**config.mk**
```make
export PLATFORM = sky130hd
export DESIGN_NAME = uart_rx_fc
export DESIGN_NICKNAME = d
export VERILOG_FILES = /design/src/rtl/uart_rx_pkg.sv /design/src/rtl/uart_rx_mode_regs.sv /design/src/rtl/uart_rx_deser.sv /design/src/rtl/uart_rx_fifo.sv /design/src/rtl/uart_rx_fc.sv
export SDC_FILE = /design/constraint.sdc
export NUM_CORES = 1
export LEC_CHECK = 0
export BUFFER_PORTS_ARGS = -buffer_cell sky130_fd_sc_hd__buf_4
export CORE_MARGIN = 4
export CORE_UTILIZATION = 59
export CTS_CLUSTER_SIZE = 28
export DETAILED_ROUTE_END_ITERATION = 6
export MAX_ROUTING_LAYER = met4
export PLACE_DENSITY_LB_ADDON = 0.3
export SKIP_LAST_GASP = 1
export SYNTH_ARGS = -nofsm -noshare
export SYNTH_HDL_FRONTEND = slang
export SYNTH_HIERARCHICAL = 1
export SYNTH_SLANG_ARGS = --single-unit
```
**constraint.sdc**
```tcl
create_clock -name clk -period 2.41 [get_ports clk]
set_input_delay 0.482 -clock clk [delete_from_list [all_inputs] [get_ports clk]]
set_output_delay 0.482 -clock clk [all_outputs]
set_load 0.02 [all_outputs]
```
**src/rtl/uart_rx_pkg.sv**
```systemverilog
package uart_rx_pkg;
  typedef enum logic [1:0] {
    CMD_NONE    = 2'd0,
    CMD_RST_PTR = 2'd1,
    CMD_RST_ERR = 2'd2,
    CMD_SPARE   = 2'd3
  } cmd_e;

  typedef struct packed {
    logic       brk;
    logic       fe;
    logic       pe;
    logic [7:0] data;
  } rx_char_t;

  typedef struct packed {
    logic       rx_rts_en;
    logic       req_full;
    logic       blk_err;
    logic [1:0] par_mode;
    logic       tx_rts_en;
  } rx_cfg_t;
endpackage

```
**src/rtl/uart_rx_mode_regs.sv**
```systemverilog
module uart_rx_mode_regs
  import uart_rx_pkg::*;
(
  input  logic       clk,
  input  logic       rst_n,
  input  logic       wr_i,
  input  logic       rd_i,
  input  logic [7:0] wdata_i,
  output logic [7:0] rdata_o,
  input  logic       cmd_valid_i,
  input  logic [1:0] cmd_code_i,
  output rx_cfg_t    cfg_o
);
  logic       sel2;
  logic [7:0] mr1, mr2;
  logic       ptr_clr;

  assign ptr_clr = cmd_valid_i && (cmd_e'(cmd_code_i) == CMD_RST_PTR);

  always_ff @(posedge clk or negedge rst_n) begin
    if (!rst_n) begin
      sel2 <= 1'b0;
      mr1  <= '0;
      mr2  <= '0;
    end else begin
      if (wr_i) begin
        if (sel2) mr2 <= wdata_i;
        else      mr1 <= wdata_i;
      end
      if (ptr_clr)                     sel2 <= 1'b0;
      else if ((wr_i || rd_i) && !sel2) sel2 <= 1'b1;
    end
  end

  assign rdata_o = sel2 ? mr2 : mr1;

  always_comb begin
    cfg_o.rx_rts_en = mr1[0];
    cfg_o.req_full  = mr1[1];
    cfg_o.blk_err   = mr1[2];
    cfg_o.par_mode  = mr1[4:3];
    cfg_o.tx_rts_en = mr2[0];
  end

  // an access to register 1 moves the pointer on
  a_r1_ptr_advance: assert property (@(posedge clk) disable iff (!rst_n)
    (!sel2 && (wr_i || rd_i) && !ptr_clr) |=> sel2);
  // the pointer stays on register 2 until the reset command
  a_r1_ptr_sticky: assert property (@(posedge clk) disable iff (!rst_n)
    (sel2 && !ptr_clr) |=> sel2);
endmodule

```
**src/rtl/uart_rx_deser.sv**
```systemverilog
module uart_rx_deser
  import uart_rx_pkg::*;
(
  input  logic       clk,
  input  logic       rst_n,
  input  logic       tick_i,
  input  logic       rx_i,
  input  logic [1:0] par_mode_i,
  output logic       start_ok_o,
  output logic       done_o,
  output rx_char_t   char_o
);
  localparam int OVS      = 16;
  localparam int CW       = $clog2(OVS);
  localparam int NBITS    = 8;
  localparam int BW       = $clog2(NBITS);
  localparam logic [CW-1:0] MID  = CW'(OVS/2 - 1);
  localparam logic [CW-1:0] LAST = CW'(OVS - 1);

  typedef enum logic [2:0] {S_IDLE, S_START, S_DATA, S_PAR, S_STOP, S_WAITHI} st_e;

  st_e             st;
  logic [CW-1:0]   cnt;
  logic [BW-1:0]   nbit;
  logic [7:0]      sh;
  logic            pbit;
  logic            rx_q1, rx_s;
  logic            par_en, par_odd, ones;

  assign par_en  = (par_mode_i == 2'b01) || (par_mode_i == 2'b10);
  assign par_odd = (par_mode_i == 2'b10);
  assign ones    = (^sh) ^ pbit;

  always_ff @(posedge clk or negedge rst_n) begin
    if (!rst_n) begin
      rx_q1 <= 1'b1;
      rx_s  <= 1'b1;
    end else begin
      rx_q1 <= rx_i;
      rx_s  <= rx_q1;
    end
  end

  always_ff @(posedge clk or negedge rst_n) begin
    if (!rst_n) begin
      st         <= S_IDLE;
      cnt        <= '0;
      nbit       <= '0;
      sh         <= '0;
      pbit       <= 1'b0;
      start_ok_o <= 1'b0;
      done_o     <= 1'b0;
      char_o     <= '0;
    end else begin
      start_ok_o <= 1'b0;
      done_o     <= 1'b0;
      case (st)
        S_IDLE: if (tick_i && !rx_s) begin
          st  <= S_START;
          cnt <= '0;
        end
        S_START: if (tick_i) begin
          if (cnt == MID) begin
            cnt  <= '0;
            nbit <= '0;
            pbit <= 1'b0;
            if (!rx_s) begin
              st         <= S_DATA;
              start_ok_o <= 1'b1;
            end else begin
              st <= S_IDLE;
            end
          end else begin
            cnt <= cnt + 1'b1;
          end
        end
        S_DATA: if (tick_i) begin
          cnt <= cnt + 1'b1;
          if (cnt == LAST) begin
            sh   <= {rx_s, sh[7:1]};
            nbit <= nbit + 1'b1;
            if (nbit == BW'(NBITS - 1)) st <= par_en ? S_PAR : S_STOP;
          end
        end
        S_PAR: if (tick_i) begin
          cnt <= cnt + 1'b1;
          if (cnt == LAST) begin
            pbit <= rx_s;
            st   <= S_STOP;
          end
        end
        S_STOP: if (tick_i) begin
          cnt <= cnt + 1'b1;
          if (cnt == LAST) begin
            done_o      <= 1'b1;
            char_o.data <= sh;
            char_o.fe   <= !rx_s;
            char_o.brk  <= (sh == 8'h00) && !pbit && !rx_s;
            char_o.pe   <= par_en && (par_odd ? !ones : ones);
            st          <= rx_s ? S_IDLE : S_WAITHI;
          end
        end
        default: if (rx_s) st <= S_IDLE;
      endcase
    end
  end

  // each completed character is a single pulse
  a_r2_done_pulse: assert property (@(posedge clk) disable iff (!rst_n)
    done_o |=> !done_o);
  // a break character is always a framing error too
  a_r4_brk_has_fe: assert property (@(posedge clk) disable iff (!rst_n)
    (done_o && char_o.brk) |-> char_o.fe);
endmodule

```
**src/rtl/uart_rx_fifo.sv**
```systemverilog
module uart_rx_fifo
  import uart_rx_pkg::*;
#(
  parameter int DEPTH = 4
) (
  input  logic     clk,
  input  logic     rst_n,
  input  logic     push_i,
  input  rx_char_t din_i,
  input  logic     pop_i,
  output rx_char_t head_o,
  output logic     full_o,
  output logic     empty_o
);
  localparam int PW = (DEPTH > 1) ? $clog2(DEPTH) : 1;
  localparam int CW = $clog2(DEPTH + 1);
  localparam logic [PW-1:0] PLAST = PW'(DEPTH - 1);

  rx_char_t      mem [DEPTH];
  logic [PW-1:0] wp, rp;
  logic [CW-1:0] cnt;
  logic          do_push, do_pop;

  assign full_o  = (cnt == CW'(DEPTH));
  assign empty_o = (cnt == '0);
  assign do_push = push_i && !full_o;
  assign do_pop  = pop_i && !empty_o;
  assign head_o  = mem[rp];

  always_ff @(posedge clk) begin
    if (do_push) mem[wp] <= din_i;
  end

  always_ff @(posedge clk or negedge rst_n) begin
    if (!rst_n) begin
      wp  <= '0;
      rp  <= '0;
      cnt <= '0;
    end else begin
      if (do_push) wp <= (wp == PLAST) ? '0 : wp + 1'b1;
      if (do_pop)  rp <= (rp == PLAST) ? '0 : rp + 1'b1;
      case ({do_push, do_pop})
        2'b10:   cnt <= cnt + 1'b1;
        2'b01:   cnt <= cnt - 1'b1;
        default: cnt <= cnt;
      endcase
    end
  end

  // occupancy never exceeds the depth
  a_r5_count_bound: assert property (@(posedge clk) disable iff (!rst_n)
    cnt <= CW'(DEPTH));
  // a push while full with no pop leaves the queue full and unchanged
  a_r6_no_overfill: assert property (@(posedge clk) disable iff (!rst_n)
    (push_i && full_o && !pop_i) |=> (full_o && $stable(wp)));
endmodule

```
**src/rtl/uart_rx_fc.sv**
```systemverilog
module uart_rx_fc
  import uart_rx_pkg::*;
#(
  parameter int DEPTH = 4
) (
  input  logic       clk,
  input  logic       rst_n,
  input  logic       rx_i,
  input  logic       baud_tick_i,
  input  logic       mode_wr_i,
  input  logic       mode_rd_i,
  input  logic [7:0] mode_wdata_i,
  output logic [7:0] mode_rdata_o,
  input  logic       cmd_valid_i,
  input  logic [1:0] cmd_code_i,
  output logic [7:0] out_data_o,
  output logic       out_valid_o,
  input  logic       out_ready_i,
  output logic [3:0] stat_o,
  output logic       rts_o,
  output logic       req_o
);
  rx_cfg_t  cfg;
  rx_char_t rx_char, head;
  logic     start_ok, done, full, empty, pop;
  logic     ovr, head_seen, rts_q, rts_ctl_en, clr_err;
  logic [2:0] acc;

  uart_rx_mode_regs u_mode (
    .clk(clk), .rst_n(rst_n), .wr_i(mode_wr_i), .rd_i(mode_rd_i),
    .wdata_i(mode_wdata_i), .rdata_o(mode_rdata_o),
    .cmd_valid_i(cmd_valid_i), .cmd_code_i(cmd_code_i), .cfg_o(cfg)
  );

  uart_rx_deser u_deser (
    .clk(clk), .rst_n(rst_n), .tick_i(baud_tick_i), .rx_i(rx_i),
    .par_mode_i(cfg.par_mode), .start_ok_o(start_ok), .done_o(done),
    .char_o(rx_char)
  );

  uart_rx_fifo #(.DEPTH(DEPTH)) u_fifo (
    .clk(clk), .rst_n(rst_n), .push_i(done), .din_i(rx_char),
    .pop_i(pop), .head_o(head), .full_o(full), .empty_o(empty)
  );

  assign clr_err    = cmd_valid_i && (cmd_e'(cmd_code_i) == CMD_RST_ERR);
  assign rts_ctl_en = cfg.rx_rts_en && !cfg.tx_rts_en;
  assign pop        = out_valid_o && out_ready_i;

  always_ff @(posedge clk or negedge rst_n) begin
    if (!rst_n) begin
      ovr       <= 1'b0;
      acc       <= '0;
      head_seen <= 1'b0;
      rts_q     <= 1'b1;
    end else begin
      if (clr_err) begin
        ovr <= 1'b0;
        acc <= '0;
      end else begin
        if (done && full) ovr <= 1'b1;
        if (!empty && !head_seen) acc <= acc | {head.brk, head.fe, head.pe};
      end
      head_seen <= !(pop || empty);
      if (!rts_ctl_en || !full) rts_q <= 1'b1;
      else if (start_ok)        rts_q <= 1'b0;
    end
  end

  assign out_valid_o = !empty;
  assign out_data_o  = head.data;
  assign rts_o       = rts_q;
  assign req_o       = cfg.req_full ? full : !empty;
  assign stat_o      = {ovr, cfg.blk_err ? acc
                                         : (empty ? 3'b000 : {head.brk, head.fe, head.pe})};

  // RTS only falls after a full queue under receive control
  a_r7_rts_fall: assert property (@(posedge clk) disable iff (!rst_n)
    $fell(rts_o) |-> ($past(full) && $past(rts_ctl_en)));
  // conflicting RTS settings keep RTS high
  a_r9_conflict_high: assert property (@(posedge clk) disable iff (!rst_n)
    (cfg.rx_rts_en && cfg.tx_rts_en) |=> rts_o);
  // overrun is sticky until the error-reset command
  a_r6_ovr_sticky: assert property (@(posedge clk) disable iff (!rst_n)
    (stat_o[3] && !clr_err) |=> stat_o[3]);
  // character mode shows no flags when nothing is held
  a_r11_empty_clean: assert property (@(posedge clk) disable iff (!rst_n)
    (!cfg.blk_err && !out_valid_o) |-> (stat_o[2:0] == 3'b000));
  // request from the full source implies the stream has data
  a_r10_req_full_valid: assert property (@(posedge clk) disable iff (!rst_n)
    req_o |-> out_valid_o);
endmodule

```
==> flow_summary.ini <==
[status]
outcome = finished clean

[power_and_ir_drop]
leakage_nw = 2.20
ir_drop_uv = 738
powerDensity_nw_per_um2 = 911

[cts]
cts_buffer_depth = 2
clk_pin_slew_ps = 110
cts.sinks = 108
cts_tree = done
postCtsSetupBuffers = 0
cts_root_buf = clkbuf_8
cts_buffers = 9
htree_levels = 3
clk_latency_ps = 360

[sta]
period_needed_ps = 2270
worst_pin_slew_ps = 821
finalHoldViolations = 0
finalMaxSlewViolations = 0
timing.fmax_mhz = 440
min_period_over_period_pct = 94.4
finalSetupTns_ps = 0
slew_headroom_pct = 45.3
setup-violations-final = 0
rsz0062_at_grt = false
finClkSkew_ps = 11.4

[routing]
viasPerCell = 5.48
drc = 0
wl_per_cell_um = 16.2
wirelength_um = 8060
antenna_left = 0
initialDrtViolationCount = 117
first_pass_iters = 4
vias = 2724

[setup_path]
crit_type = reg -> out
cp_slowest_cell = mux4_2
crit_fanout = 11
ff2ff_path_depth = 9
worst-endpoint-required_ps = 1930
crit_arrival_ps = 1790
startpoint_type = flip-flop
crit_chain = buf_6 > mux4_2 > buf_4
timing.rr.end = u_fifo/cnt[2]
slowest_delay_ps = 530
worst_setup_path_end_kind = primary output
r2r-start = u_fifo/cnt[0]
rrSetupSlack_ps = 200

[floorplanning]
ios = 41
dieArea_um2 = 9640
core.rowCount = 32
die_h_um = 98.2
die_width_um = 98.2
initial_core_util_pct = 61.4
design.core.area_um2 = 7810

[synth]
ys_ff_latch = 108
syn_inst = 351
avgSynthCellArea_um2 = 13.7
synth_edf_count = 44
synthArstFlopShare_pct = 59.3
ys.warnings.count = 6
synth_area_um2 = 4800
synth_top_area_share_pct = 31.8
synthTopCellsByArea = dfrtp_1 32%, edfxtp_1 28%, mux4_2 5.2%, mux2_2 4.7%, ha_1 3.7%
ys.flop_type = dfrtp_1
ys_types = 54
synth-seq-area-share_pct = 61.0
yosysTopAreaCell = dfrtp_1
synth_nets = 384

[placed_design]
hpwl_um = 5510
dp.cells = 481
gp_congestion = 0.787
port_buffers = 40

[global_routing]
grt_pass1_vias = 2779
grt_max_degree = 65
antenna_found_initial = 0
grt-ovfl-total = 0
grtUsageTotal_pct = 18.3
grt_pass1_wl_um = 13600

[flow_run]
max_cap_violations = 0

[final_layout]
n_fill_cell = 526
antenna_cells = 0
area_growth_pct = 12.0
final_cell_count_no_fill = 497
drive_gt1_share_pct = 28.6
fin_nets = 423

[min_path]
hp-class = in -> async
cells in the final DEF, fill, tap and decap left out, drive strengths merged, types with 2 or more instances in the layout:
| cell | synthesis | layout |
|---|---|---|
| dfstp | 3 | 3 |
| and3 | 5 | 5 |
| a21o | 4 | 4 |
| and2 | 2 | 2 |
| clkinv | 0 | 3 |
| nor2b | 3 | 3 |
| o21ai | 29 | 29 |
| edfxtp | 44 | 44 |
| o31ai | 2 | 2 |
| xnor2 | 6 | 6 |
| ha | 14 | 14 |
| nand3 | 2 | 2 |
| o21a | 4 | 4 |
| mux2 | 30 | 30 |
| mux2i | 2 | 2 |
| nand4 | 3 | 3 |
| inv | 22 | 25 |
| nand2b | 7 | 7 |
| dfrtp | 61 | 61 |
| and2b | 2 | 2 |
| clkbuf | 4 | 9 |
| mux4 | 11 | 11 |
| a22o | 3 | 3 |
| buf | 14 | 46 |
| nor4b | 2 | 2 |
| nand2 | 32 | 32 |
| a21oi | 6 | 6 |
| nor3 | 5 | 5 |
| nand3b | 2 | 2 |
| nor3b | 3 | 3 |
| nor2 | 10 | 10 |
| xor2 | 3 | 3 |
registers in the layout (all words and copies together), names as in the netlist, 2 cells and up:
name,cells
acc,3
u_deser/char_o,11
u_deser/cnt,4
u_deser/nbit,3
u_deser/sh,8
u_deser/st,3
u_fifo/cnt,3
u_fifo/mem,44
u_fifo/rp,2
u_fifo/wp,2
u_mode/mr1,8
u_mode/mr2,8
metrics by stage:
step / setup slack [ps] / total power, W / utilization, % / instance area, um^2 / hold WS [ps]
after floorplan: 341 / 0.00344 / - / 4800 / 186
after global placement: 289 / 0.00374 / 66.0 / 5150 / 349
after detailed placement: 218 / 0.00379 / 66.0 / 5150 / 349
after CTS: 37.8 / 0.00493 / 68.7 / 5370 / 210
after global routing: 14.4 / 0.00520 / 68.8 / 5370 / 202
final: 136 / 0.00489 / 68.8 / 5370 / 208
critical path, delay by kind of cell (launching register included):
family | cells | cell delay (ps)
multiplexers | 1 | 530
buffers and inverters | 2 | 400
flip-flops | 1 | 500
cell usage after synthesis (7+ instances only):
cell type and count:
ha_1 14, nor2_1 9, mux2_2 20, o21ai_0 29, mux4_2 11, inv_1 21, dfrtp_1 61, mux2_1 8
edfxtp_1 44, buf_4 9, nand2b_1 7, nand2_1 30
where the power goes:
part           total [W]  internal, W  switching (W)
registers        0.00239      0.00212       0.000275
logic            0.00135     0.000690       0.000658
clock network    0.00116     0.000508       0.000648
cell type report:
type / instances / area [um^2] / area share [%]
Clock buffer: 9 / 124 / 2.31
Timing Repair Buffer: 46 / 349 / 6.50
Multi-Input combinational cell: 203 / 1670 / 31.1
Sequential cell: 108 / 2930 / 54.5
Clock inverter: 7 / 92.6 / 1.72
Inverter: 22 / 82.6 / 1.54
Tap cell: 102 / 128 / 2.38
how the worst max path moves through the flow:
stage                              from            end  cells after the start
final                      u_fifo/rp[0]  out_data_o[3]                      3
after global routing       u_fifo/rp[0]  out_data_o[3]                      3
after CTS                  u_fifo/rp[0]  out_data_o[3]                      3
after detailed placement  u_fifo/cnt[0]  u_fifo/cnt[2]                      9
after global placement    u_fifo/cnt[0]  u_fifo/cnt[2]                      9
after floorplan           u_fifo/cnt[0]  u_fifo/cnt[2]                      9
routing by layer:
layer	vias up	wire length [um]	global-route usage, %
met1	1344	3660	23.6
met5	-	0	-
met3	9	266	4.21
met4	0	85	4.31
li1	1333	-	-
met2	38	4040	29.8
kinds of logic after synthesis:
group	count (synthesis)	share of synthesized area (%)
mux	43	12.8
compound gates	54	6.78
fa+ha+maj	15	4.07
buf+inv	40	4.20
flops	108	61.0
xor+xnor	9	1.64
simple gates	82	9.50
timing repair:
action                                  CTS  global route
hold buffers                              0             0
endpoints found under the setup margin    0            11
gates resized for setup                   0             2
Power figures use the tool's default switching activity.
